### src/rtl/wdp_pkg.sv
package wdp_pkg;

    localparam int ADDR_W = 3;

    localparam logic [ADDR_W-1:0] A_CTRL = 3'd0;
    localparam logic [ADDR_W-1:0] A_STAT = 3'd1;
    localparam logic [ADDR_W-1:0] A_LOAD = 3'd2;
    localparam logic [ADDR_W-1:0] A_CMP  = 3'd3;
    localparam logic [ADDR_W-1:0] A_CNT  = 3'd4;

    localparam logic [3:0] PULSE_MODE = 4'b1001;

    // packed with en at bit 0, mode 4:1, reload 5, inv 6, cmp_ie 7, ovf_ie 8
    typedef struct packed {
        logic       ovf_ie;
        logic       cmp_ie;
        logic       inv;
        logic       reload;
        logic [3:0] mode;
        logic       en;
    } ctrl_t;

    typedef enum logic [1:0] {
        CNT_IDLE,
        CNT_ARM,
        CNT_RUN
    } cnt_state_t;

    typedef enum logic [1:0] {
        HOLD_IDLE,
        HOLD_1,
        HOLD_2,
        HOLD_3
    } hold_state_t;

endpackage

### src/rtl/wdp_regs.sv
module wdp_regs
    import wdp_pkg::*;
#(
    parameter int CNT_W = 24
) (
    input  logic                clk,
    input  logic                rst_n,
    input  logic                wr_en,
    input  logic [ADDR_W-1:0]   wr_addr,
    input  logic [CNT_W-1:0]    wr_data,
    input  logic [ADDR_W-1:0]   rd_addr,
    input  logic [CNT_W-1:0]    cnt_i,
    input  logic                cmp_evt,
    input  logic                ovf_evt,
    output ctrl_t               ctrl,
    output logic [CNT_W-1:0]    load_val,
    output logic [CNT_W-1:0]    cmp_val,
    output logic                load_wr,
    output logic [CNT_W-1:0]    rd_data,
    output logic                irq_cmp,
    output logic                irq_ovf
);

    localparam int CTRL_W = $bits(ctrl_t);

    logic cmp_flag;
    logic ovf_flag;
    logic stat_wr;

    assign stat_wr = wr_en && (wr_addr == A_STAT);
    assign load_wr = wr_en && (wr_addr == A_LOAD);

    always_ff @(posedge clk) begin
        if (!rst_n) begin
            ctrl     <= '0;
            load_val <= '0;
            cmp_val  <= '0;
        end else if (wr_en) begin
            case (wr_addr)
                A_CTRL:  ctrl     <= ctrl_t'(wr_data[CTRL_W-1:0]);
                A_LOAD:  load_val <= wr_data;
                A_CMP:   cmp_val  <= wr_data;
                default: ;
            endcase
        end
    end

    // an event in the same cycle outranks a write-one clear
    always_ff @(posedge clk) begin
        if (!rst_n) begin
            cmp_flag <= 1'b0;
            ovf_flag <= 1'b0;
        end else begin
            cmp_flag <= cmp_evt | (cmp_flag & ~(stat_wr & wr_data[0]));
            ovf_flag <= ovf_evt | (ovf_flag & ~(stat_wr & wr_data[1]));
        end
    end

    assign irq_cmp = cmp_flag & ctrl.cmp_ie;
    assign irq_ovf = ovf_flag & ctrl.ovf_ie;

    always_comb begin
        rd_data = '0;
        case (rd_addr)
            A_CTRL:  rd_data[CTRL_W-1:0] = ctrl;
            A_STAT:  rd_data[1:0]        = {ovf_flag, cmp_flag};
            A_LOAD:  rd_data             = load_val;
            A_CMP:   rd_data             = cmp_val;
            A_CNT:   rd_data             = cnt_i;
            default: rd_data             = '0;
        endcase
    end

    assert_w1c_R10: assert property (@(posedge clk) disable iff (!rst_n)
        (stat_wr && wr_data[0] && !cmp_evt) |=> !cmp_flag);

    assert_cmp_set_R4: assert property (@(posedge clk) disable iff (!rst_n)
        cmp_evt |=> cmp_flag);

    assert_ovf_set_R6: assert property (@(posedge clk) disable iff (!rst_n)
        ovf_evt |=> ovf_flag);

endmodule

### src/rtl/wdp_counter.sv
module wdp_counter
    import wdp_pkg::*;
#(
    parameter int CNT_W = 24
) (
    input  logic             clk,
    input  logic             rst_n,
    input  logic             tick,
    input  logic             active,
    input  logic             reload,
    input  logic [CNT_W-1:0] load_val,
    input  logic [CNT_W-1:0] cmp_val,
    input  logic             load_wr,
    input  logic [CNT_W-1:0] load_new,
    output logic [CNT_W-1:0] cnt,
    output logic             cmp_evt,
    output logic             ovf_evt,
    output logic             pulse
);

    cnt_state_t       st, st_n;
    logic [CNT_W-1:0] cnt_n;
    logic             pulse_n;
    logic             match;
    logic             at_max;

    assign match  = (cnt == cmp_val);
    assign at_max = &cnt;

    always_ff @(posedge clk) begin
        if (!rst_n) begin
            st    <= CNT_IDLE;
            cnt   <= '0;
            pulse <= 1'b0;
        end else begin
            st    <= st_n;
            cnt   <= cnt_n;
            pulse <= pulse_n;
        end
    end

    always_comb begin
        st_n    = st;
        cnt_n   = cnt;
        pulse_n = pulse;
        cmp_evt = 1'b0;
        ovf_evt = 1'b0;
        unique case (st)
            CNT_IDLE, CNT_ARM: begin
                pulse_n = 1'b0;
                if (!active) begin
                    st_n = CNT_IDLE;
                end else if (load_wr) begin
                    cnt_n = load_new;
                    st_n  = CNT_RUN;
                end else if (tick) begin
                    cnt_n = load_val;
                    st_n  = CNT_RUN;
                end else begin
                    st_n = CNT_ARM;
                end
            end
            CNT_RUN: begin
                if (!active) begin
                    st_n    = CNT_IDLE;
                    pulse_n = 1'b0;
                end else if (load_wr) begin
                    cnt_n = load_new;
                end else if (tick) begin
                    pulse_n = 1'b0;
                    cmp_evt = match;
                    if (match && reload) begin
                        cnt_n = load_val;
                    end else begin
                        cnt_n = cnt + 1'b1;
                        if (at_max) begin
                            ovf_evt = 1'b1;
                            pulse_n = 1'b1;
                        end
                    end
                end
            end
            default: st_n = CNT_IDLE;
        endcase
    end

    assert_wrap_R6: assert property (@(posedge clk) disable iff (!rst_n)
        (st == CNT_RUN && active && tick && !load_wr && at_max && !(reload && match))
        |=> (cnt == '0 && pulse));

    assert_pulse_width_R7: assert property (@(posedge clk) disable iff (!rst_n)
        (pulse && tick && !load_wr) |=> !pulse);

    assert_load_write_R8: assert property (@(posedge clk) disable iff (!rst_n)
        (active && load_wr) |=> (cnt == $past(load_new)));

    assert_idle_hold_R9: assert property (@(posedge clk) disable iff (!rst_n)
        (!active && st == CNT_IDLE) |=> $stable(cnt));

endmodule

### src/rtl/wdp_pin.sv
module wdp_pin
    import wdp_pkg::*;
(
    input  logic clk,
    input  logic rst_n,
    input  logic active,
    input  logic inv,
    input  logic pulse,
    output logic pin_out,
    output logic pin_oe
);

    logic        live_out;
    logic        live_oe;
    logic        rst_q    = 1'b0;
    logic        snap_out = 1'b0;
    logic        snap_oe  = 1'b0;
    hold_state_t hold_st  = HOLD_IDLE;
    hold_state_t hold_n;
    logic        rst_seen;

    assign live_oe  = active;
    assign live_out = active & (pulse ? inv : ~inv);
    assign rst_seen = rst_q & ~rst_n;

    // not reset by rst_n: this logic must outlive the reset it reacts to
    always_ff @(posedge clk) begin
        rst_q   <= rst_n;
        hold_st <= hold_n;
        if (hold_st == HOLD_IDLE) begin
            snap_out <= live_out;
            snap_oe  <= live_oe;
        end
    end

    always_comb begin
        hold_n = hold_st;
        unique case (hold_st)
            HOLD_IDLE: if (rst_seen) hold_n = HOLD_1;
            HOLD_1:    hold_n = HOLD_2;
            HOLD_2:    hold_n = HOLD_3;
            HOLD_3:    hold_n = HOLD_IDLE;
            default:   hold_n = HOLD_IDLE;
        endcase
    end

    always_comb begin
        if (hold_st == HOLD_IDLE) begin
            pin_out = live_out;
            pin_oe  = live_oe;
        end else begin
            pin_out = snap_out;
            pin_oe  = snap_oe;
        end
    end

    assert_hold_stable_R12: assert property (@(posedge clk) disable iff (rst_n)
        (hold_st == HOLD_1 || hold_st == HOLD_2) |=> ($stable(pin_out) && $stable(pin_oe)));

    assert_float_low_R1: assert property (@(posedge clk) disable iff (!rst_n)
        !pin_oe |-> !pin_out);

endmodule

### src/rtl/wdog_pulse_timer.sv
module wdog_pulse_timer
    import wdp_pkg::*;
#(
    parameter int CNT_W = 24
) (
    input  logic             clk,
    input  logic             rst_n,
    input  logic             tick,
    input  logic             wr_en,
    input  logic [2:0]       wr_addr,
    input  logic [CNT_W-1:0] wr_data,
    input  logic [2:0]       rd_addr,
    output logic [CNT_W-1:0] rd_data,
    output logic             irq_cmp,
    output logic             irq_ovf,
    output logic             pin_out,
    output logic             pin_oe
);

    ctrl_t            ctrl;
    logic [CNT_W-1:0] load_val;
    logic [CNT_W-1:0] cmp_val;
    logic [CNT_W-1:0] cnt;
    logic             load_wr;
    logic             cmp_evt;
    logic             ovf_evt;
    logic             pulse;
    logic             active;

    assign active = ctrl.en && (ctrl.mode == PULSE_MODE);

    wdp_regs #(.CNT_W(CNT_W)) u_regs (
        .clk      (clk),
        .rst_n    (rst_n),
        .wr_en    (wr_en),
        .wr_addr  (wr_addr),
        .wr_data  (wr_data),
        .rd_addr  (rd_addr),
        .cnt_i    (cnt),
        .cmp_evt  (cmp_evt),
        .ovf_evt  (ovf_evt),
        .ctrl     (ctrl),
        .load_val (load_val),
        .cmp_val  (cmp_val),
        .load_wr  (load_wr),
        .rd_data  (rd_data),
        .irq_cmp  (irq_cmp),
        .irq_ovf  (irq_ovf)
    );

    wdp_counter #(.CNT_W(CNT_W)) u_counter (
        .clk      (clk),
        .rst_n    (rst_n),
        .tick     (tick),
        .active   (active),
        .reload   (ctrl.reload),
        .load_val (load_val),
        .cmp_val  (cmp_val),
        .load_wr  (load_wr),
        .load_new (wr_data),
        .cnt      (cnt),
        .cmp_evt  (cmp_evt),
        .ovf_evt  (ovf_evt),
        .pulse    (pulse)
    );

    wdp_pin u_pin (
        .clk     (clk),
        .rst_n   (rst_n),
        .active  (active),
        .inv     (ctrl.inv),
        .pulse   (pulse),
        .pin_out (pin_out),
        .pin_oe  (pin_oe)
    );

    assert_irq_gate_R11: assert property (@(posedge clk) disable iff (!rst_n)
        (!ctrl.cmp_ie |-> !irq_cmp) and (!ctrl.ovf_ie |-> !irq_ovf));

endmodule

### config.mk
export PLATFORM = sky130hd
export DESIGN_NAME = wdog_pulse_timer
export DESIGN_NICKNAME = d
export VERILOG_FILES = /design/src/rtl/wdp_pkg.sv /design/src/rtl/wdp_regs.sv /design/src/rtl/wdp_counter.sv /design/src/rtl/wdp_pin.sv /design/src/rtl/wdog_pulse_timer.sv
export SDC_FILE = /design/constraint.sdc
export NUM_CORES = 1
export LEC_CHECK = 0
export CORE_MARGIN = 2
export CORE_UTILIZATION = 57
export DETAILED_ROUTE_END_ITERATION = 10
export DONT_BUFFER_PORTS = 1
export PLACE_DENSITY = 0.72
export REMOVE_ABC_BUFFERS = 1
export SLEW_MARGIN = 20
export SYNTH_ARGS = -nofsm -noshare
export SYNTH_HDL_FRONTEND = slang
export SYNTH_HIERARCHICAL = 1
export SYNTH_SLANG_ARGS = --single-unit
### constraint.sdc
create_clock -name clk -period 5.9 [get_ports clk]
set_input_delay 0.295 -clock clk [delete_from_list [all_inputs] [get_ports clk]]
set_output_delay 0.295 -clock clk [all_outputs]
set_load 0.1 [all_outputs]
# --- Yosys cells after proc, flatten, opt, wreduce, memory -nomap -nowiden ---
# Cells that the tools add are included.
op_classes:
  add_sub_neg: 1
  multipliers: 0
  n_div: 0
  magnitude_cmp: 0
  eq_ne: 22
  n_shift: 0
  n_mux: 35
  bitwise: 14
  reduce_logical: 16
op_table:
  columns: ["cell", "count"]
  rows:
  - ["24-bit 2-to-1 mux", 7]
  - ["24-bit one-hot mux with 2 select lines", 1]
  - ["15-bit one-hot mux with 3 select lines", 1]
  - ["7-bit one-hot mux with 4 select lines", 1]
  - ["24-bit by 1-bit adder with 24-bit output (second input constant)", 1]
  - ["24-bit equality test", 1]
  - ["24-bit AND reduction", 1]
  - ["1-bit 2-to-1 mux", 16]
  - ["3-bit by 2-bit equality test with 1-bit output (second input constant)", 4]
  - ["3-bit != test (second input constant)", 4]
  - ["2-bit 2-to-1 mux", 5]
  - ["2-bit one-hot mux with 5 select lines", 1]
  - ["1-bit AND", 8]
  - ["2-bit one-hot mux with 4 select lines", 1]
  - ["2-bit equality test (second input constant)", 3]
  - ["3-bit by 1-bit equality test with 1-bit output (second input constant)", 2]
  - ["3-bit zero test", 2]
  - ["2-bit by 1-bit != test with 1-bit output (second input constant)", 3]
  - ["2-bit AND reduction", 3]
  - ["5-bit AND reduction", 1]
  - ["2-bit by 1-bit equality test with 1-bit output (second input constant)", 2]
  - ["4-bit equality test (second input constant)", 1]
  - ["1-bit logical AND", 4]
  - ["2-bit zero test", 2]
  - ["9 further kinds", 13]
totals:
  register_bits: 91
  latchBits: 0
  ramBits: 0
  rom_bits: 0
  in_bits: 34
  memories: 0

# --- Logic depth before layout (Yosys ltp) ---
# Gate-level depths: netlist of run 1.
depth:
  ltp_word: 8
  mapped_depth: 9
  mapped_depth_nobuf: 8

# --- Modules after synthesis ---
# Netlist of run 1, hierarchy kept.
by_module_without_submodules:
  columns: ["mod", "instances", "cells_per_inst", "area_per_inst_um2", "seq_area_each_um2"]
  rows:
  - ["wdp_regs", 1, 331, 2725.1, 1181.1]
  - ["wdp_counter", 1, 310, 2451.1, 540.5]
  - ["wdp_pin", 1, 19, 211.5, 120.1]
  - ["wdog_pulse_timer", 1, 2, 12.5, 0.0]

# --- Worst setup path before layout of run 1 ---
# Ideal clock, no wire load.
synth_timing:
  path_kind: "input -> output"
  from: "input port rd_addr[0]"
  to: "output port rd_data[10]"
  arrival_time_ns: 2.952
  setup_slack_ns: 2.653
  cell_stages: 4
  path_buffers: 2
  path_cell_list: "clkbuf_1 > buf_2 > mux2i_1 > o21ai_0"
synth_between:
  elab_chain_len: 2
  elab_cells_between_ends: 4
  classes_between: "eq/ne: 3; mux: 1"
synth_lines:
  columns: ["element", "line", "text"]
  rows:
  - ["start: declaration", "wdog_pulse_timer.sv:12", "input logic [2:0] rd_addr,"]
  - ["3-bit equality test / 3-bit by 2-bit equality test with 1-bit output (equally long branches)", "wdp_regs.sv:64", "case (rd_addr)"]
  - ["15-bit one-hot mux with 3 select lines (*)", "wdp_regs.sv:64", null]
  - ["end: declaration", "wdog_pulse_timer.sv:13", "output logic [CNT_W-1:0] rd_data,"]
# Mark *: on every way between the ends. The rest lies on a longest branch, timed or not.

# --- Worst setup path in the final report of run 1 ---
layout_timing:
  from: "register u_counter.cnt[7]"
  to: "register u_regs.ovf_flag"
layout_between:
  elab_chain_len: 8
  elab_cells_between_ends: 10
  classes_between: "eq/ne: 1; mux: 6; bitwise: 1; reduce/logical: 2"
layout_lines:
  columns: ["element", "line", "text"]
  rows:
  - ["start: declaration", "wdp_counter.sv:15", "output logic [CNT_W-1:0] cnt,"]
  - ["start signal: assignment", "wdp_counter.sv:37", "cnt <= cnt_n;"]
  - ["24-bit AND reduction / 24-bit equality test (equally long branches)", "wdp_counter.sv:28, wdp_counter.sv:27", null]
  - ["1-bit 2-to-1 mux / 1-bit logical AND (equally long branches)", "wdp_counter.sv:76, wdp_counter.sv:72", null]
  - ["1-bit 2-to-1 mux (*)", "wdp_counter.sv:72", "if (match && reload) begin"]
  - ["1-bit 2-to-1 mux (*)", "wdp_counter.sv:69", "end else if (tick) begin"]
  - ["1-bit 2-to-1 mux (*)", "wdp_counter.sv:67", "end else if (load_wr) begin"]
  - ["1-bit 2-to-1 mux (*)", "wdp_counter.sv:64", "if (!active) begin"]
  - ["1-bit 2-to-1 mux (*)", "wdp_counter.sv:48", "unique case (st)"]
  - ["net ovf_evt", "wdog_pulse_timer.sv:26", "logic ovf_evt;"]
  - ["1-bit bitwise OR (*)", "wdp_regs.sv:55", "ovf_flag <= ovf_evt | (ovf_flag & ~(stat_wr & wr_data[1]));"]
  - ["end signal: assignment", "wdp_regs.sv:55", null]
  - ["end: declaration", "wdp_regs.sv:27", "logic ovf_flag;"]
# Mark *: on every way through the listed nets, which the timed path passes. The rest lies on a longest branch.
# A chain may end at the register's enable or synchronous reset.

==> impl_results.md, run 1 <==
- Chip Height: approximately 100 µm
- EDFF count, synth: 2
- Tmin final: roughly 3100 ps
- Syn Area/Cell: between 8 and 9 µm²
- Synth area leaders: dfxtp_1 (33%), nand3_1 (6.4%), o21ai_1 (5.8%)
- Die Wd: 101 µm
- Register bit total from synthesis: 91
- P&R area growth vs syn: 4.36%
- Register area share after synthesis: about a third
- Leak: approximately 2.1 nW
- PwrDens: 214 nW/µm²
- Hold path depth: 1
- Final Hold Vio Count: 0
- Worst setup EP type: flip-flop
- Die area: about 10000 µm²
- Crit path DAT: 3420 ps
- Least-Margin Pin Slew: 1130 ps
- Worst setup path end: u_regs/ovf_flag
- Worst Path Required: between 6000 and 7000 ps
- Post_cts resized: 0
- RSZ-0062 raised after global routing: false
- ANT cells: 0
- Starting density of the core: between 50% and 60%
- Total GRT Usage: between 20% and 30%
- Worst VDD drop: 0.113 mV
- Total Nets Final: between 600 and 700
- DRC Markers: 0
- Number of core rows: 35
- Sum of negative setup slack: 0 ps
- Iteration-0 DRC Markers: about 420
- Final period util: a little over half
- Worst reg2reg setup slack: around 2800 ps
- R2r startpoint: u_counter/cnt[7]
- Post-CTS Setup Inserts: 0
- WL/cell: between 15 and 20 µm
- Mapped Area: about 5400 µm²
- R2R depth: 8
- CTS buffer count: 9
- Routability cong.: 0.884
- DPL Wire Length: roughly 10000 µm
- Root buf cell: clkbuf_8
- Cell total after placement: roughly 720
- IO Count: 62
- Clk Latency, worst-skew pair: approximately 370 ps
- Register area: between 1500 and 2000 µm²
- Worst hold-check path type: primary input to flip-flop
- Mapped Cells: 662
- Critical path's largest stage delay: 590 ps
- Worst-path maximum fanout: 17
- Synth area leader: dfxtp_1
- Sink Count: 91
- CP startpoint kind: flip-flop
- Rel. slew slack: around a quarter
- Layout cells sized above 1: under 10%
- # fillers: 840
- FF-to-FF End: u_regs/ovf_flag
- Max-slew violation count: 0
- CP startpoint: u_counter/cnt[7]
- Initial antenna violation count: 0
- Largest net degree at the start of global routing: around 110
- Top cell family by delay on the critical path: simple AND/OR/NAND/NOR gates
- CP Cell Sequence: xnor2_1 -> and4_1 -> nand3_1 -> nor2_1 -> or4_1 -> nor3_1 -> o21ai_0 -> a31oi_1
- CORE AREA: about 9000 µm²
- Setup Viol. Count Final: 0
- # port buffers: 0
- Min-delay src: wr_data[0]
- Number of vias per cell: ~6.7
- Pwr Total: about 1.2 mW
- CTS tree: built
- Clock Skew: between 10 and 15 ps
- H-tree level count: 3
- Clock Pin Slew Worst Setup and Hold Paths: roughly 90 ps
- Synth unique cells: 53
- Async set or reset register ratio after synthesis: 0%
- CTS max path bufs: 2
- CP Buf/Inv Count: 0
- Cts hold-fix bufs: 1
- YS warnings: 6
- Post-synth top area share: about a third
- Highest clock rate: approximately 0.32 GHz
- Vias: about 4900
- Post-DRT Antenna Nets: 0
- Crit-path slowest cell: or4_1
- Global-route wire length before repair: about 23000 µm
- Area of the multi-input gates: 3340 µm²
- Critical path class: flip-flop to flip-flop
- Max_cap viols: 0
- Synth Flop Type: dfxtp_1
- DRT Pass-1 Iters: 5
- Status: finished, final reports clean
- Worst-case hold slack: 21.2 ps
- Total wire length: 14500 µm
- Grt total ovfl: 0
- Stages on worst setup path: 8
- Layout Cells excl Fill: 739
- Vias in the first global route: around 4600
[sequential cells by signal (all words and copies together), names as in the netlist]
signal           flops
u_pin/snap_out       1
u_regs/ctrl          9
u_pin/rst_q          1
u_counter/cnt       24
u_pin/hold_st        2
u_regs/ovf_flag      1
u_pin/snap_oe        1
u_regs/load_val     24
u_counter/pulse      1
u_regs/cmp_flag      1
u_counter/st         2
u_regs/cmp_val      24
[report_power, final]
group	internal [mW]	switching, mW
clock	0.210	0.228
combinational	0.0381	0.0837
sequential	0.637	0.0112
[worst min path at each step]
stage	to	slack, ps
final	u_regs/cmp_flag	20
after global routing	u_regs/cmp_flag	10
after global placement	u_pin/rst_q	330
after floorplan	u_pin/rst_q	320
after detailed placement	u_pin/rst_q	330
after CTS	u_regs/cmp_flag	20
[cell usage after synthesis (9+ instances only)]
library cell	n
xor2_1	29
mux2i_1	25
nor3_1	19
inv_1	18
a21oi_1	17
a221oi_1	21
o31a_1	10
o21ai_1	63
dfxtp_1	89
o21ai_2	9
nor2_1	14
clkbuf_1	29
nand2_1	52
o21ai_0	36
a211oi_1	11
xnor2_1	18
buf_2	13
buf_1	11
nand3_1	69
[cell families (layout without fill, tap and decap cells)]
logic type | after synthesis | after routing | share of synthesized area, %
AOI/OAI and AO/OA | 205 | 205 | 24.4
xor gates and xnor gates | 47 | 47 | 7.62
adders and majority gates | 4 | 4 | 0.927
buffers and inverters | 74 | 40 | 5.86
DFF | 91 | 91 | 34.1
muxes | 25 | 25 | 4.63
and+or+nand+nor | 216 | 216 | 22.5
[cell type report]
class | instances | share of cell area (%)
clock inverters | 5 | 1.09
inverters | 18 | 1.20
clock buffers | 11 | 2.51
flip-flops and latches | 91 | 32.7
multi-input cells | 497 | 59.2
repair buffers | 6 | 0.844
well taps | 111 | 2.46
[per-layer routing]
| metal | wire length (µm) | vias up | track usage (%) |
|---|---|---|---|
| li1 | - | 2376 | - |
| met1 | 6470 | 2330 | 39.9 |
| met2 | 6760 | 201 | 46.1 |
| met3 | 1040 | 17 | 4.76 |
| met4 | 255 | 0 | 10.1 |
| met5 | 0 | - | 0 |
[cells in the final DEF (no fill, tap or decap), types with 5 or more instances in the layout]
master / synthesis / final
nor2b_1: 5 / 5
o31a_1: 10 / 10
nand4_1: 7 / 7
mux2i_1: 25 / 25
a211oi_1: 11 / 11
and2_1: 5 / 5
a221oi_1: 21 / 21
and3_1: 7 / 7
nor3_1: 19 / 19
xnor2_1: 18 / 18
a21oi_1: 17 / 17
dfxtp_1: 89 / 89
nor3b_1: 5 / 5
o21ai_0: 36 / 30
a211o_1: 5 / 5
xor2_1: 29 / 29
nand3_1: 69 / 69
o21ai_1: 63 / 52
a31oi_1: 7 / 7
inv_1: 18 / 18
nand2_1: 52 / 52
o21ai_2: 9 / 26
and4_1: 7 / 7
clkbuf_8: 0 / 10
a221o_1: 5 / 5
nor2_1: 14 / 13
o221ai_1: 5 / 5
[stage by stage]
step / setup WS [ps] / cell area (µm²) / util [%]
after floorplan: 2040 / 5150 / -
after global placement: 2640 / 5410 / 58.8
after detailed placement: 2490 / 5410 / 58.8
after CTS: 2860 / 5620 / 61.1
after global routing: 2630 / 5640 / 61.3
final: 2770 / 5640 / 61.3
Note: power is estimated with default switching activity, not from simulation.
==> run 2, diff against run 1 <==
--- a/config.mk
+++ b/config.mk
@@ -9,7 +9,7 @@
 export CORE_UTILIZATION = 57
 export DETAILED_ROUTE_END_ITERATION = 10
 export DONT_BUFFER_PORTS = 1
-export PLACE_DENSITY = 0.72
+export PLACE_DENSITY = 0.75
 export REMOVE_ABC_BUFFERS = 1
 export SLEW_MARGIN = 20
 export SYNTH_ARGS = -nofsm -noshare
==> constraint.sdc (replaced) <==
create_clock -name clk -period 2.6 [get_ports clk]
set_input_delay 0.13 -clock clk [delete_from_list [all_inputs] [get_ports clk]]
set_output_delay 0.13 -clock clk [all_outputs]
set_load 0.1 [all_outputs]
==> run 2 against run 1 <==
Compared with the run above: cell area rose by 11%; worst hold slack got worse by 1.6 ps; clock power up 120%; maximum frequency increased by 27%; core utilization increased by 6.5 points; critical endpoint is now u_counter/cnt[23]; largest power group unchanged; highest routed layer unchanged.
==> impl_results.md, run 2 (synthesis gave the netlist of run 1 again) <==
- Rel. slew slack: 22.8% (-2.1 points)
- Sw frac: 28.4% (+1.7 points)
- Clock share of power: 34.7% (-1.5 points)
- Psw: 0.802 mW (+150%)
- FF-to-FF End: u_counter/cnt[23]
- R2r startpoint: u_counter/cnt[14]
- Vias: 5350 (+8.7%)
- Post-DP Area: 5730 µm² (+5.8%)
- Worst VDD drop: 0.286 mV (+150%)
- Tmin final: 2480 ps (-657 ps)
- Sink Count: 91 (unchanged)
- Post-CTS Setup Inserts: 0 (unchanged)
- Worst setup EP type: flip-flop
- Chip Height: 101 µm (unchanged)
- P&R area growth vs syn: 15.4%
- Clock Skew: 12.0 ps (-0.744 ps)
- ANT cells: 0 (unchanged)
- Final period util: 95.2% (+42 points)
- Status: finished, final reports clean
- CTS buffer count: 9 (unchanged)
- Total GRT Usage: 32.0% (+3.0 points)
- PwrDens: 454 nW/µm² (+110%)
- # fillers: 746 (-11%)
- Sum of negative setup slack: 0 ps (unchanged)
- Critical path's largest stage delay: 710 ps (+120 ps)
- CTS tree: built
- Number of vias per cell: 6.63 (-0.50%)
- Max_cap viols: 0 (unchanged)
- Crit path DAT: 2770 ps (-650 ps)
- Most frequent cells in the layout: dfxtp_1 (89), nand3_1 (69), nand2_1 (52), o21ai_1 (52), buf_4 (46)
- Iteration-0 DRC Markers: 405 (-3.1%)
- Max-slew violation count: 0 (unchanged)
- Crit-path slowest cell: or4_1
- Setup Viol. Count Final: 0 (unchanged)
- Total Nets Final: 729 (+10%)
- Number of core rows: 35 (unchanged)
- Hold Path End: u_regs/ctrl[2]
- CORE AREA: 9200 µm² (unchanged)
- Largest net degree at the start of global routing: 103 (-5.5%)
- WL/cell: 20.2 µm (+3.0%)
- Biggest regs: u_counter/cnt: 24 flops, u_regs/cmp_val: 24 flops, u_regs/load_val: 24 flops
- Highest clock rate: 0.404 GHz (+27%)
- Layout cells sized above 1: 15.1% (+5.4 points)
- Die Wd: 101 µm (unchanged)
- R2R depth: 6 (-2)
- Leak: 2.41 nW (+16%)
- Die area: 10300 µm² (unchanged)
- Worst Path Required: 2890 ps (-3300 ps)
- Worst-path maximum fanout: 9 (-8)
- Cell Int Power: 2.02 mW (+130%)
- IO Count: 62 (unchanged)
- DPL Wire Length: 10600 µm (+9.3%)
- Global-route wire length before repair: 25800 µm (+10%)
- Final Hold Vio Count: 0 (unchanged)
- # port buffers: 0 (unchanged)
- Routability cong.: 0.972 (+9.9%)
- Starting density of the core: 58.7% (unchanged)
- CTS max path bufs: 2 (unchanged)
- H-tree level count: 3 (unchanged)
- Critical path class: flip-flop to flip-flop
- Hold path depth: 2 (+1)
- Fraction of power consumed by combinational cells: 13.2% (+3.1 points)
- CP Cell Sequence: xor2_1 -> nor4_4 -> nand4_4 -> or4_1 -> a211o_1 -> a21oi_2
- DRT Pass-1 Iters: 5 (unchanged)
- DRC Markers: 0 (unchanged)
- Worst hold-check path type: primary input to flip-flop
- Final core occ: 67.7% (+6.5 points)
- Clk Latency, worst-skew pair: 360 ps (about the same)
- Least-Margin Pin Slew: 1160 ps (+30.9 ps)
- Initial antenna violation count: 0 (unchanged)
- Root buf cell: clkbuf_8
- RSZ-0062 raised after global routing: false
- Final Instance Area: 6230 µm² (+11%)
- Grt total ovfl: 0 (unchanged)
- Post-DRT Antenna Nets: 0 (unchanged)
- Commonest non-fill, non-tap cell in the layout: dfxtp_1
- Min-delay src: wr_data[2]
- Worst reg2reg setup slack: 120 ps (-2640 ps)
- Total wire length: 16300 µm (+12%)
- Clock Pin Slew Worst Setup and Hold Paths: 100 ps (about the same)
- Vias in the first global route: 4964 (+8.7%)
- CP startpoint kind: flip-flop
- Seq pwr share: 52.2% (-1.5 points)
-- run 2: changes by cell type in the layout (fill, tap and decap cells not counted), sizes merged --
cell,previous run,this run
dlygate4sd3,1,27
clkinvlp,0,1
clkbuf,12,10
buf,4,47
-- run 2: power groups by stage --
stage,clock network (mW),registers [mW],logic (mW)
3_3_place_gp,0,1.50,0.283
5_1_grt,1.04,1.48,0.404
6_report,0.979,1.47,0.373
3_5_place_dp,0,1.51,0.301
4_1_cts,0.989,1.47,0.367
2_1_floorplan,0,1.50,0.210
-- run 2: timing repair --
action	in CTS	in global routing
endpoints found under the hold margin	83	0
hold buffers	28	0
setup endpoints to repair	0	1
resized for setup	0	2
-- run 2: worst max-delay path by stage --
stage	from	endpoint	slack (ps)	cells past startpoint
detailed placement	u_counter/cnt[19]	u_counter/cnt[23]	190	6
global route	u_counter/cnt[19]	u_counter/cnt[23]	2	6
finish	u_counter/cnt[14]	u_counter/cnt[23]	120	6
global placement	u_counter/cnt[14]	u_counter/cnt[23]	260	6
CTS	u_counter/cnt[14]	u_counter/cnt[23]	140	6
floorplan	wr_addr[2]	u_counter/cnt[1]	-1090	6
-- run 2: critical path: cells and delay by family, from the launching register on --
family	cells	cell delay [ps]
simple gates	3	1360
flops	1	460
compound gates	2	460
xor+xnor	1	140
-- run 2: area by class of cell --
cell class | count | area, µm² | area share, %
Multi-Input combinational cell | 497 | 3340 | 53.7
Sequential cell | 91 | 1840 | 29.6
Timing Repair Buffer | 74 | 643 | 10.3
Tap cell | 111 | 139 | 2.23
Clock buffer | 10 | 128 | 2.05
Inverter | 18 | 67.6 | 1.08
Clock inverter | 6 | 66.3 | 1.06
-- run 2: metrics by stage --
step	instances	setup slack [ps]	power (mW)	hold WS [ps]
5_1_grt	807	1.76	2.93	3.82
3_3_place_gp	763	263	1.79	168
3_5_place_dp	763	186	1.81	166
4_1_cts	807	145	2.83	3.40
6_report	807	124	2.83	19.5
2_1_floorplan	606	-1090	1.71	158
-- run 2: layer usage --
layer,vias up,global-route usage (%),wire length (µm)
met5,-,0,0
met4,0,11.3,399
met3,47,5.38,1390
met2,295,53.2,7810
met1,2503,42.1,6740
li1,2505,-,-
